**config.mk**
```make
export PLATFORM = sky130hd
export DESIGN_NAME = smc_timing_engine
export DESIGN_NICKNAME = d
export VERILOG_FILES = /design/src/rtl/smc_pkg.sv /design/src/rtl/smc_len_decode.sv /design/src/rtl/smc_phase_core.sv /design/src/rtl/smc_timing_engine.sv
export SDC_FILE = /design/constraint.sdc
export NUM_CORES = 1
export LEC_CHECK = 0
export CAP_MARGIN = 20
export CELL_PAD_IN_SITES_DETAIL_PLACEMENT = 1
export CELL_PAD_IN_SITES_GLOBAL_PLACEMENT = 2
export CORE_UTILIZATION = 38
export CTS_CLUSTER_DIAMETER = 150
export DETAILED_ROUTE_END_ITERATION = 7
export DONT_BUFFER_PORTS = 1
export MAX_ROUTING_LAYER = met4
export PLACE_DENSITY_LB_ADDON = 0.12
export SLEW_MARGIN = 40
export SYNTH_ARGS = -nofsm -noshare
export SYNTH_HDL_FRONTEND = slang
export SYNTH_SLANG_ARGS = --single-unit
export TNS_END_PERCENT = 10
```
**constraint.sdc**
```tcl
create_clock -name clk -period 11.92 [get_ports clk]
set_clock_uncertainty 0.1 [all_clocks]
set_input_delay 0.596 -clock clk [delete_from_list [all_inputs] [get_ports clk]]
set_output_delay 0.596 -clock clk [all_outputs]
set_load 0.02 [all_outputs]
```
**src/rtl/smc_pkg.sv**
```systemverilog
package smc_pkg;

    localparam int LEN_W = 10;
    localparam int FLT_W = 5;

    typedef enum logic [1:0] {
        WAIT_OFF    = 2'd0,
        WAIT_RSVD   = 2'd1,
        WAIT_FREEZE = 2'd2,
        WAIT_READY  = 2'd3
    } wait_mode_e;

    // setup field: bit 5 weighs 128, bits 4..0 are linear
    function automatic logic [LEN_W-1:0] setup_clocks(input logic [7:0] f);
        return LEN_W'({f[5], 7'd0}) + LEN_W'(f[4:0]);
    endfunction

    // pulse field: bit 6 weighs 256, bits 5..0 are linear, zero counts as one
    function automatic logic [LEN_W-1:0] pulse_clocks(input logic [7:0] f);
        logic [LEN_W-1:0] v;
        v = LEN_W'({f[6], 8'd0}) + LEN_W'(f[5:0]);
        return (v == '0) ? LEN_W'(1) : v;
    endfunction

    // cycle field: bits 8..7 weigh 256, bits 6..0 are linear
    function automatic logic [LEN_W-1:0] cycle_clocks(input logic [8:0] f);
        return LEN_W'({f[8:7], 8'd0}) + LEN_W'(f[6:0]);
    endfunction

endpackage

```
**src/rtl/smc_len_decode.sv**
```systemverilog
module smc_len_decode
    import smc_pkg::*;
#(
    parameter int BE_W = 4
) (
    input  logic [31:0]      setup_w,
    input  logic [31:0]      pulse_w,
    input  logic [31:0]      cycle_w,
    input  logic [31:0]      mode_w,
    input  logic             is_wr,
    output logic [LEN_W-1:0] cs_beg,
    output logic [LEN_W-1:0] cs_end,
    output logic [LEN_W-1:0] st_beg,
    output logic [LEN_W-1:0] st_end,
    output logic [LEN_W-1:0] total,
    output logic [LEN_W-1:0] ctrl_end,
    output wait_mode_e       wmode,
    output logic [FLT_W-1:0] float_len,
    output logic             float_opt,
    output logic [BE_W-1:0]  byte_mask
);

    // index 0: data strobe, index 1: chip select
    logic [1:0][LEN_W-1:0] beg_v;
    logic [1:0][LEN_W-1:0] end_v;
    logic [4:0]            base;
    logic [8:0]            cyc_f;
    logic                  ctrl_sel;
    logic                  unused_bits;

    assign base = is_wr ? 5'd0 : 5'd16;

    for (genvar g = 0; g < 2; g++) begin : g_sig
        logic [4:0]       off;
        logic [LEN_W-1:0] s_len;
        logic [LEN_W-1:0] p_len;
        assign off      = base + 5'(8 * g);
        assign s_len    = setup_clocks(setup_w[off +: 8]);
        assign p_len    = pulse_clocks(pulse_w[off +: 8]);
        assign beg_v[g] = s_len;
        assign end_v[g] = s_len + p_len;
    end

    assign st_beg = beg_v[0];
    assign st_end = end_v[0];
    assign cs_beg = beg_v[1];
    assign cs_end = end_v[1];

    assign cyc_f    = is_wr ? cycle_w[8:0] : cycle_w[24:16];
    assign ctrl_sel = is_wr ? mode_w[1] : mode_w[0];

    always_comb begin
        total = cycle_clocks(cyc_f);
        if (end_v[0] > total) total = end_v[0];
        if (end_v[1] > total) total = end_v[1];
    end

    assign ctrl_end  = ctrl_sel ? end_v[0] : end_v[1];
    assign wmode     = wait_mode_e'(mode_w[5:4]);
    assign float_len = {1'b0, mode_w[19:16]} + FLT_W'(1);
    assign float_opt = mode_w[20];

    for (genvar b = 0; b < BE_W; b++) begin : g_bmask
        assign byte_mask[b] = (mode_w[13:12] == 2'd0) ? (b == 0) :
                              (mode_w[13:12] == 2'd1) ? (b < 2)  : 1'b1;
    end

    assign unused_bits = ^{cycle_w[15:9], cycle_w[31:25], mode_w[31:21],
                           mode_w[15:14], mode_w[11:6], mode_w[3:2]};

endmodule

```
**src/rtl/smc_phase_core.sv**
```systemverilog
module smc_phase_core
    import smc_pkg::*;
#(
    parameter int AW   = 24,
    parameter int DW   = 32,
    parameter int BE_W = DW / 8
) (
    input  logic             clk,
    input  logic             rst_n,
    input  logic             req_i,
    input  logic             we_i,
    input  logic [AW-1:0]    addr_i,
    input  logic [DW-1:0]    wdata_i,
    input  logic [BE_W-1:0]  be_i,
    output logic             ready_o,
    output logic             done_o,
    output logic [DW-1:0]    rdata_o,
    output logic             cur_we_o,
    input  logic [LEN_W-1:0] cs_beg,
    input  logic [LEN_W-1:0] cs_end,
    input  logic [LEN_W-1:0] st_beg,
    input  logic [LEN_W-1:0] st_end,
    input  logic [LEN_W-1:0] total,
    input  logic [LEN_W-1:0] ctrl_end,
    input  wait_mode_e       wmode,
    input  logic [FLT_W-1:0] float_len,
    input  logic             float_opt,
    input  logic [BE_W-1:0]  byte_mask,
    output logic             mem_cs_n,
    output logic             mem_rd_n,
    output logic             mem_we_n,
    output logic [AW-1:0]    mem_addr,
    output logic [BE_W-1:0]  mem_be_n,
    output logic [DW-1:0]    mem_dq_o,
    output logic             mem_dq_oe,
    input  logic [DW-1:0]    mem_dq_i,
    input  logic             mem_wait_n
);

    typedef struct packed {
        logic             busy;
        logic             we;
        logic [LEN_W-1:0] cnt;
        logic [FLT_W-1:0] flt;
        logic             done;
        logic [AW-1:0]    addr;
        logic [DW-1:0]    wdata;
        logic [BE_W-1:0]  be;
        logic [DW-1:0]    rdata;
    } st_t;

    st_t         st_d, st_q;
    logic [DW-1:0] dmask;
    logic        hold_frz, hold_rdy, advance, cs_on, st_on;

    for (genvar b = 0; b < BE_W; b++) begin : g_dmask
        assign dmask[8*b +: 8] = {8{byte_mask[b]}};
    end

    assign ready_o  = !st_q.busy && ((st_q.flt == '0) || (float_opt && !we_i));
    assign hold_frz = (wmode == WAIT_FREEZE) && !mem_wait_n;
    assign hold_rdy = (wmode == WAIT_READY) && !mem_wait_n &&
                      (st_q.cnt == ctrl_end - LEN_W'(1));
    assign advance  = !(hold_frz || hold_rdy);

    always_comb begin
        st_d      = st_q;
        st_d.done = 1'b0;
        if (!st_q.busy) begin
            if (st_q.flt != '0) st_d.flt = st_q.flt - FLT_W'(1);
            if (req_i && ready_o) begin
                st_d.busy  = 1'b1;
                st_d.we    = we_i;
                st_d.cnt   = '0;
                st_d.flt   = '0;
                st_d.addr  = addr_i;
                st_d.wdata = wdata_i;
                st_d.be    = be_i;
            end
        end else if (advance) begin
            if (!st_q.we && (st_q.cnt == ctrl_end - LEN_W'(1)))
                st_d.rdata = mem_dq_i & dmask;
            if (st_q.cnt == total - LEN_W'(1)) begin
                st_d.busy = 1'b0;
                st_d.done = 1'b1;
                st_d.cnt  = '0;
                st_d.flt  = st_q.we ? '0 : float_len;
            end else begin
                st_d.cnt = st_q.cnt + LEN_W'(1);
            end
        end
    end

    always_ff @(posedge clk or negedge rst_n) begin
        if (!rst_n) st_q <= '0;
        else        st_q <= st_d;
    end

    assign cs_on     = st_q.busy && (st_q.cnt >= cs_beg) && (st_q.cnt < cs_end);
    assign st_on     = st_q.busy && (st_q.cnt >= st_beg) && (st_q.cnt < st_end);
    assign mem_cs_n  = !cs_on;
    assign mem_rd_n  = !(st_on && !st_q.we);
    assign mem_we_n  = !(st_on && st_q.we);
    assign mem_dq_oe = st_q.busy && st_q.we;
    assign mem_dq_o  = st_q.wdata;
    assign mem_addr  = st_q.addr;
    assign mem_be_n  = st_q.busy ? ~(st_q.be & byte_mask) : '1;
    assign done_o    = st_q.done;
    assign rdata_o   = st_q.rdata;
    assign cur_we_o  = st_q.we;

    AST_STROBES_EXCL: assert property (@(posedge clk) disable iff (!rst_n)
        !(!mem_rd_n && !mem_we_n));
    AST_IDLE_QUIET: assert property (@(posedge clk) disable iff (!rst_n)
        !st_q.busy |-> (mem_cs_n && mem_rd_n && mem_we_n && !mem_dq_oe));
    AST_NO_DRIVE_ON_READ: assert property (@(posedge clk) disable iff (!rst_n)
        mem_dq_oe |-> mem_rd_n);
    AST_DONE_SINGLE: assert property (@(posedge clk) disable iff (!rst_n)
        done_o |=> !done_o);
    AST_FREEZE_HOLD: assert property (@(posedge clk) disable iff (!rst_n)
        (st_q.busy && hold_frz) |=> (st_q.busy && $stable({mem_cs_n, mem_rd_n, mem_we_n})));
    AST_READY_HOLD: assert property (@(posedge clk) disable iff (!rst_n)
        (st_q.busy && hold_rdy) |=> (st_q.busy && $stable({mem_cs_n, mem_rd_n, mem_we_n})));
    AST_FLOAT_BLOCK: assert property (@(posedge clk) disable iff (!rst_n)
        (!st_q.busy && st_q.flt != '0 && we_i) |-> !ready_o);

endmodule

```
**src/rtl/smc_timing_engine.sv**
```systemverilog
module smc_timing_engine
    import smc_pkg::*;
#(
    parameter int AW = 24,
    parameter int DW = 32
) (
    input  logic                clk,
    input  logic                rst_n,
    input  logic [31:0]         cfg_setup,
    input  logic [31:0]         cfg_pulse,
    input  logic [31:0]         cfg_cycle,
    input  logic [31:0]         cfg_mode,
    input  logic                req_i,
    input  logic                we_i,
    input  logic [AW-1:0]       addr_i,
    input  logic [DW-1:0]       wdata_i,
    input  logic [DW/8-1:0]     be_i,
    output logic                ready_o,
    output logic                done_o,
    output logic [DW-1:0]       rdata_o,
    output logic                mem_cs_n,
    output logic                mem_rd_n,
    output logic                mem_we_n,
    output logic [AW-1:0]       mem_addr,
    output logic [DW/8-1:0]     mem_be_n,
    output logic [DW-1:0]       mem_dq_o,
    output logic                mem_dq_oe,
    input  logic [DW-1:0]       mem_dq_i,
    input  logic                mem_wait_n
);

    localparam int BE_W = DW / 8;

    logic [LEN_W-1:0] cs_beg, cs_end, st_beg, st_end, total, ctrl_end;
    wait_mode_e       wmode;
    logic [FLT_W-1:0] float_len;
    logic             float_opt, cur_we;
    logic [BE_W-1:0]  byte_mask;

    smc_len_decode #(.BE_W(BE_W)) u_dec (
        .setup_w  (cfg_setup),
        .pulse_w  (cfg_pulse),
        .cycle_w  (cfg_cycle),
        .mode_w   (cfg_mode),
        .is_wr    (cur_we),
        .cs_beg   (cs_beg),
        .cs_end   (cs_end),
        .st_beg   (st_beg),
        .st_end   (st_end),
        .total    (total),
        .ctrl_end (ctrl_end),
        .wmode    (wmode),
        .float_len(float_len),
        .float_opt(float_opt),
        .byte_mask(byte_mask)
    );

    smc_phase_core #(.AW(AW), .DW(DW), .BE_W(BE_W)) u_core (
        .clk       (clk),
        .rst_n     (rst_n),
        .req_i     (req_i),
        .we_i      (we_i),
        .addr_i    (addr_i),
        .wdata_i   (wdata_i),
        .be_i      (be_i),
        .ready_o   (ready_o),
        .done_o    (done_o),
        .rdata_o   (rdata_o),
        .cur_we_o  (cur_we),
        .cs_beg    (cs_beg),
        .cs_end    (cs_end),
        .st_beg    (st_beg),
        .st_end    (st_end),
        .total     (total),
        .ctrl_end  (ctrl_end),
        .wmode     (wmode),
        .float_len (float_len),
        .float_opt (float_opt),
        .byte_mask (byte_mask),
        .mem_cs_n  (mem_cs_n),
        .mem_rd_n  (mem_rd_n),
        .mem_we_n  (mem_we_n),
        .mem_addr  (mem_addr),
        .mem_be_n  (mem_be_n),
        .mem_dq_o  (mem_dq_o),
        .mem_dq_oe (mem_dq_oe),
        .mem_dq_i  (mem_dq_i),
        .mem_wait_n(mem_wait_n)
    );

endmodule

```
==> run_results.csv, run 1 <==
group,metric,value,unit
grt,track_usage,0.218,
yosys,synth_cell_types,76,
worst_setup_path,crit_fanout,17,
route,post_drt_wl_per_cell,22.0,um
clocking,cts_resized,0,
sta,hold_violations,0,
finish,fin_cells,1094,
yosys,synth_edf_count,0,
grt,grt_pass1_wl,37.4,mm
clocking,clk_pin_slew,0.08,ns
power,max-vdd-ir-drop,0.000124,V
clocking,clk_latency,0.34,ns
sta,fin_setup_tns,0,ns
clocking,cts.sinks,110,
sta,fin_hold_ws,0.101,ns
min_path,hold_class,"input pin to async pin",
worst_setup_path,cp_slowest_cell,"dfrtp_2",
placed_design,hpwl,19.0,mm
floorplan,core,21900,sq um
power,p_sw,1.36,mW
grt,antenna_found_initial,1,
worst_setup_path,cpMostUsedCell,"nor2_1",
worst_setup_path,start_kind,"flop",
clocking,htree_levels,3,
route,postRouteAntennaNets,0,
placed_design,placed_area,8100,sq um
worst_setup_path,critPathRequiredTime,12.10,ns
route,first_iter_violations,180,
finish,n_fill_cell,2479,
yosys,yosys_warnings,0,
floorplan,die-width,152,um
clocking,cts_buffers,9,
sta,fin_crit,10.67,ns
grt,grt_pass1_vias,6840,
clocking,cts_root_buffer,"clkbuf_16",
worst_setup_path,setup.worst_path.end_class,"flop",
route,via_count,6305,
clocking,cts_buffer_depth,2,
yosys,synth-async-reset-ratio,1.00,
placed_design,gp_congestion,0.838,
floorplan,io_pins,323,
sta,worstMarginPinSlew,0.843,ns
grt,overflow,0,
sta,setup_viol,0,
finish,final_common_cell,"dfrtp_1",
status,outcome,"complete, no violations",
finish,drive_gt1_frac,0.167,
floorplan,start_util,0.388,
yosys,mappedNetlistArea,8500,sq um
floorplan,die_area,23000,sq um
worst_setup_path,crit_type,"flop to flop",
finish,fin_nets,1091,
route,drcViolationCount,0,
flow_run,cap_viol_max_count,0,
finish,fin_area,8440,sq um
power,p_comb_frac,0.576,
sta,post-route-period-util,0.895,
route,avgViaCountPerCell,5.76,
yosys,yosysSeqAreaShare,0.324,
sta,slew_violations,0,
power,power_density,318,nW/um^2
power,p_leak,3.87,nW
yosys,syn-num-nets,1198,
power,seq_power_share,0.307,
power,p_clk_frac,0.117,
sta,max_freq,93.8,MHz
sta,fin_ws,1.25,ns
placed_design,dp_slack,1.22,ns
finish,area_growth,-0.794,%
yosys,synth_ff_type,"dfrtp_1",
placed_design,dp_cells,1076,
power,power,2.68,mW
finish,post-route-util,0.385,
floorplan,rows,54,
power,internal_power,1.32,mW
sta,slew_headroom,0.434,
sta,rsz0062_at_grt,"no",
placed_design,place.port_buffers,0,
worst_setup_path,cp.arrival,10.85,ns
grt,grt_max_degree,111,
route,wirelength,24.0,mm
route,drt-pass1-iter-count,6,
clocking,cts_tree,"done",
yosys,synth-seq-cells,110,
worst_setup_path,critPathMaxStageDelay,0.72,ns
yosys,syn_inst,915,
power,switching_share,0.507,
yosys,synth_area_per_cell,9.29,sq um
floorplan,die_h,152,um
finish,final_cell_mix,"109 x dfrtp_1, 90 x mux2_2, 84 x nand2_1",
## path summary, 6_finish.rpt
check	slack, ns	endpoint	cells after the start	from
worst max-delay path	1.25	u_core.st_q[107]	41	u_core.cur_we_o
min in group clk	0.29	u_core.rdata_o[16]	2	cfg_mode[13]
worst min register to register	0.42	u_core.st_q[95]	1	u_core.st_q[95]
worst min-delay path	0.10	u_core.mem_dq_o[12]	1	rst_n
worst max register to register	1.25	u_core.st_q[107]	41	u_core.cur_we_o
max in group asynchronous	11.22	u_core.cur_we_o	1	rst_n
## sequential cells by signal, summed over array words and instances (netlist names)
signal / count
u_core.rdata_o: 32
u_core.cur_we_o: 1
u_core.done_o: 1
u_core.mem_addr: 24
u_core.mem_dq_o: 32
u_core.st_q: 20
## synthesized netlist by cell type, types with 4 or more instances
cell type,count,area share
a211o_1,4,0.0041
a211oi_1,4,0.0035
a21o_1,7,0.0062
a21oi_1,32,0.019
a221o_1,4,0.0047
a22o_1,5,0.0051
a22oi_1,6,0.0053
a31oi_1,9,0.0066
and2_1,7,0.0051
and3_1,10,0.0074
buf_1,5,0.0022
buf_4,88,0.078
clkbuf_1,27,0.012
dfrtp_1,110,0.32
ha_1,56,0.082
inv_1,46,0.020
mux2_2,90,0.12
mux2i_1,26,0.031
nand2_1,85,0.038
nand2b_1,16,0.012
nand3_1,27,0.016
nand4_1,5,0.0037
nor2_1,42,0.019
nor2b_1,9,0.0066
nor3_1,26,0.015
nor4_1,5,0.0037
o2111ai_1,4,0.0041
o21a_1,7,0.0062
o21ai_0,48,0.028
o22ai_1,5,0.0037
or3_1,12,0.0088
xnor2_1,20,0.021
xor2_1,5,0.0051
## routing by layer
metal	vias up	track usage	part of all wire	routed length [um]
met5	-	-	0	0
met4	0	0.0693	0.022	529
met3	26	0.0404	0.059	1420
met2	203	0.388	0.52	12500
met1	3132	0.247	0.40	9590
li1	2944	-	-	-
## power by group through the flow
stage	clock network, mW	registers, mW	logic [mW]
after floorplan	0	0.587	1.51
final	0.313	0.824	1.54
after global routing	0.337	0.848	1.72
after CTS	0.322	0.830	1.55
after detailed placement	0	0.834	1.53
after global placement	0	0.831	1.47
## worst max-delay path: cells and delay by family (launching register included)
family,cells,cell delay [ns]
compound gates,17,3.93
simple gates,13,3.06
fa+ha+maj,5,1.22
buf+inv,5,0.99
flops,1,0.72
mux,1,0.56
## cells by family (layout without fill, tap and decap cells)
logic type                 count (synthesis)  in the layout  share of synthesized area
and+or+nand+nor                          255            255                      0.147
other                                      0              1                          0
DFF                                      110            110                      0.324
buffers and inverters                    173             71                      0.118
muxes                                    119            119                      0.155
AOI/OAI and AO/OA                        173            173                      0.140
xor gates and xnor gates                  26             26                     0.0285
adders and majority gates                 59             59                     0.0883
## area by class of cell
class | count | area [sq um] | share of cell area
multi-input cells | 632 | 4750 | 0.563
clock inverters | 7 | 82.6 | 0.00979
well taps | 280 | 350 | 0.0415
inverters | 47 | 176 | 0.0209
flip-flops and latches | 110 | 2750 | 0.326
clock buffers | 9 | 225 | 0.0267
repair buffers | 8 | 92.6 | 0.0110
diodes | 1 | 2.50 | 0.000297
## repair_timing
item,CTS,global route
buffers inserted,0,0
endpoints found under the hold margin,110,0
hold buffers,1,0
No activity file was read; power rests on OpenSTA's default activity.
==> inputs of run 2 (changes only) <==
ABC_AREA = 1   (was unset)
CORE_UTILIZATION = 35   (was 38)
==> run_results.csv, run 2 <==
group,metric,value,unit
grt,track_usage,0.199,
power,max-vdd-ir-drop,0.000103,V
clocking,clk_pin_slew,0.09,ns
power,seq_power_share,0.251,
finish,fin_area,8540,sq um
sta,rsz0062_at_grt,"no",
yosys,synth_ff_type,"dfrtp_1",
route,drt-pass1-iter-count,4,
floorplan,core,24200,sq um
sta,slew_headroom,0.544,
floorplan,die_h,159,um
clocking,cts.sinks,110,
power,power_density,381,nW/um^2
finish,final_cell_mix,"425 x nand2_1, 109 x dfrtp_1, 93 x inv_1",
sta,hold_violations,0,
status,outcome,"complete, no violations",
placed_design,gp_congestion,0.788,
finish,num_antenna_cells,0,
worst_setup_path,start_kind,"flop",
grt,antenna_found_initial,0,
worst_setup_path,cp.arrival,8.90,ns
finish,fin_nets,1356,
yosys,yosysMostFrequentCell,"nand2_1",
sta,fin_setup_tns,0,ns
grt,grt_pass1_wl,38.7,mm
yosys,mappedNetlistArea,8620,sq um
floorplan,rows,57,
yosys,synthTopCellsByArea,"dfrtp_1 32%, nand2_1 19%, ha_1 8.1%, buf_4 7.7%, inv_1 4.0%",
finish,final_common_cell,"nand2_1",
yosys,synth_commonest_cells,"426 x nand2_1, 110 x dfrtp_1, 93 x inv_1",
sta,max_freq,114,MHz
sta,post-route-period-util,0.733,
sta,fin_crit,8.74,ns
clocking,cts_root_buffer,"clkbuf_16",
finish,post-route-util,0.352,
floorplan,die_area,25300,sq um
worst_setup_path,cpMostUsedCell,"nand2_1",
power,p_comb_frac,0.648,
yosys,synth_area_per_cell,7.30,sq um
clocking,htree_levels,3,
worst_setup_path,cp_slowest_cell,"nand2_1",
clocking,clk_latency,0.37,ns
sta,worstMarginPinSlew,0.684,ns
power,p_sw,1.86,mW
power,switching_share,0.573,
finish,drive_gt1_frac,0.111,
yosys,yosysSeqAreaShare,0.319,
clocking,cts_buffer_depth,2,
placed_design,hpwl,19.0,mm
power,internal_power,1.39,mW
route,wirelength,24.1,mm
route,post_drt_wl_per_cell,17.2,um
yosys,synth_top_area_frac,0.319,
sta,setup_viol,0,
clocking,post_cts_buffers,0,
grt,grt_pass1_vias,7189,
floorplan,start_util,0.356,
route,postRouteAntennaNets,0,
yosys,syn_inst,1182,
placed_design,place.port_buffers,0,
yosys,syn-num-nets,1465,
worst_setup_path,crit_fanout,42,
placed_design,placed_area,8190,sq um
sta,fin_hold_ws,0.0598,ns
finish,area_growth,-0.958,%
flow_run,cap_viol_max_count,0,
power,p_leak,4.46,nW
route,avgViaCountPerCell,4.88,
floorplan,die-width,159,um
clocking,cts_tree,"done",
finish,n_fill_cell,3057,
yosys,synth-async-reset-ratio,1.00,
route,drcViolationCount,0,
grt,grt_max_degree,111,
yosys,yosys_warnings,0,
min_path,hold_class,"input pin to async pin",
floorplan,io_pins,323,
yosys,synth_cell_types,58,
worst_setup_path,setup.worst_path.end_class,"flop",
yosys,synth-seq-cells,110,
worst_setup_path,crit_type,"flop to flop",
yosys,yosys.area.top_type,"dfrtp_1",
power,p_clk_frac,0.101,
grt,overflow,0,
route,via_count,6835,
worst_setup_path,critPathMaxStageDelay,0.50,ns
power,power,3.25,mW
yosys,synth_edf_count,0,
clocking,cts_buffers,9,
route,first_iter_violations,260,
sta,slew_violations,0,
worst_setup_path,critPathRequiredTime,12.08,ns
[run 2: power groups by stage]
| stage | Sequential, mW | Clock [mW] | Combinational [mW] |
|---|---|---|---|
| after detailed placement | 0.825 | 0 | 2.12 |
| after CTS | 0.821 | 0.342 | 2.14 |
| final | 0.815 | 0.330 | 2.11 |
| after global placement | 0.825 | 0 | 2.07 |
| after floorplan | 0.599 | 0 | 1.98 |
| after global routing | 0.838 | 0.354 | 2.44 |
[run 2: path summary, 6_finish.rpt]
path / to / startpoint / slack [ns] / depth (start not counted)
max: u_core.st_q[95] / u_core.cur_we_o / 3.18 / 44
min: u_core.rdata_o[18] / rst_n / 0.06 / 1
max reg2reg: u_core.st_q[95] / u_core.cur_we_o / 3.18 / 44
min reg2reg: u_core.st_q[32] / u_core.st_q[32] / 0.39 / 2
max in group asynchronous: u_core.cur_we_o / rst_n / 11.19 / 1
min in group clk: u_core.mem_addr[17] / addr_i[17] / 0.23 / 2
[run 2: through the flow]
stage / setup WS [ns] / instances
3_3_place_gp: 3.25 / 1385
6_report: 3.18 / 1402
4_1_cts: 3.12 / 1402
3_5_place_dp: 3.14 / 1385
2_1_floorplan: 5.39 / 1182
5_1_grt: 2.13 / 1402
[run 2: worst max-delay path: cells and delay by family (launching register included)]
family          cells  cell delay [ns]
simple gates       28             4.22
fa+ha+maj           5             1.41
compound gates      5             1.26
buf+inv             5             0.99
flops               1             0.45
xor+xnor            1             0.16
[run 2: routing by layer]
layer,global-route usage,part of all wire
met5,-,0
met4,0.0376,0.0096
met3,0.0404,0.045
met2,0.324,0.47
met1,0.257,0.48
[run 2: final cells by class]
type | instances | area, sq um | share of cell area
clock buffers | 9 | 225 | 0.0264
clock inverters | 7 | 96.3 | 0.0113
well taps | 324 | 405 | 0.0475
multi-input cells | 836 | 4580 | 0.536
inverters | 110 | 415 | 0.0486
repair buffers | 6 | 65.1 | 0.00762
flip-flops and latches | 110 | 2750 | 0.322
[run 2: cell families (layout without fill, tap and decap cells)]
family,count (synthesis),in the layout,synth area share
DFF,110,110,0.319
adders and majority gates,58,58,0.0859
xor gates and xnor gates,30,30,0.0305
and+or+nand+nor,619,619,0.315
muxes,10,10,0.0162
buffers and inverters,236,132,0.150
AOI/OAI and AO/OA,119,119,0.0828
[run 2: what timing repair did]
action / CTS / global route
hold endpoints to repair: 110 / 0
hold buffers: 1 / 0
gates resized for setup: 0 / 0
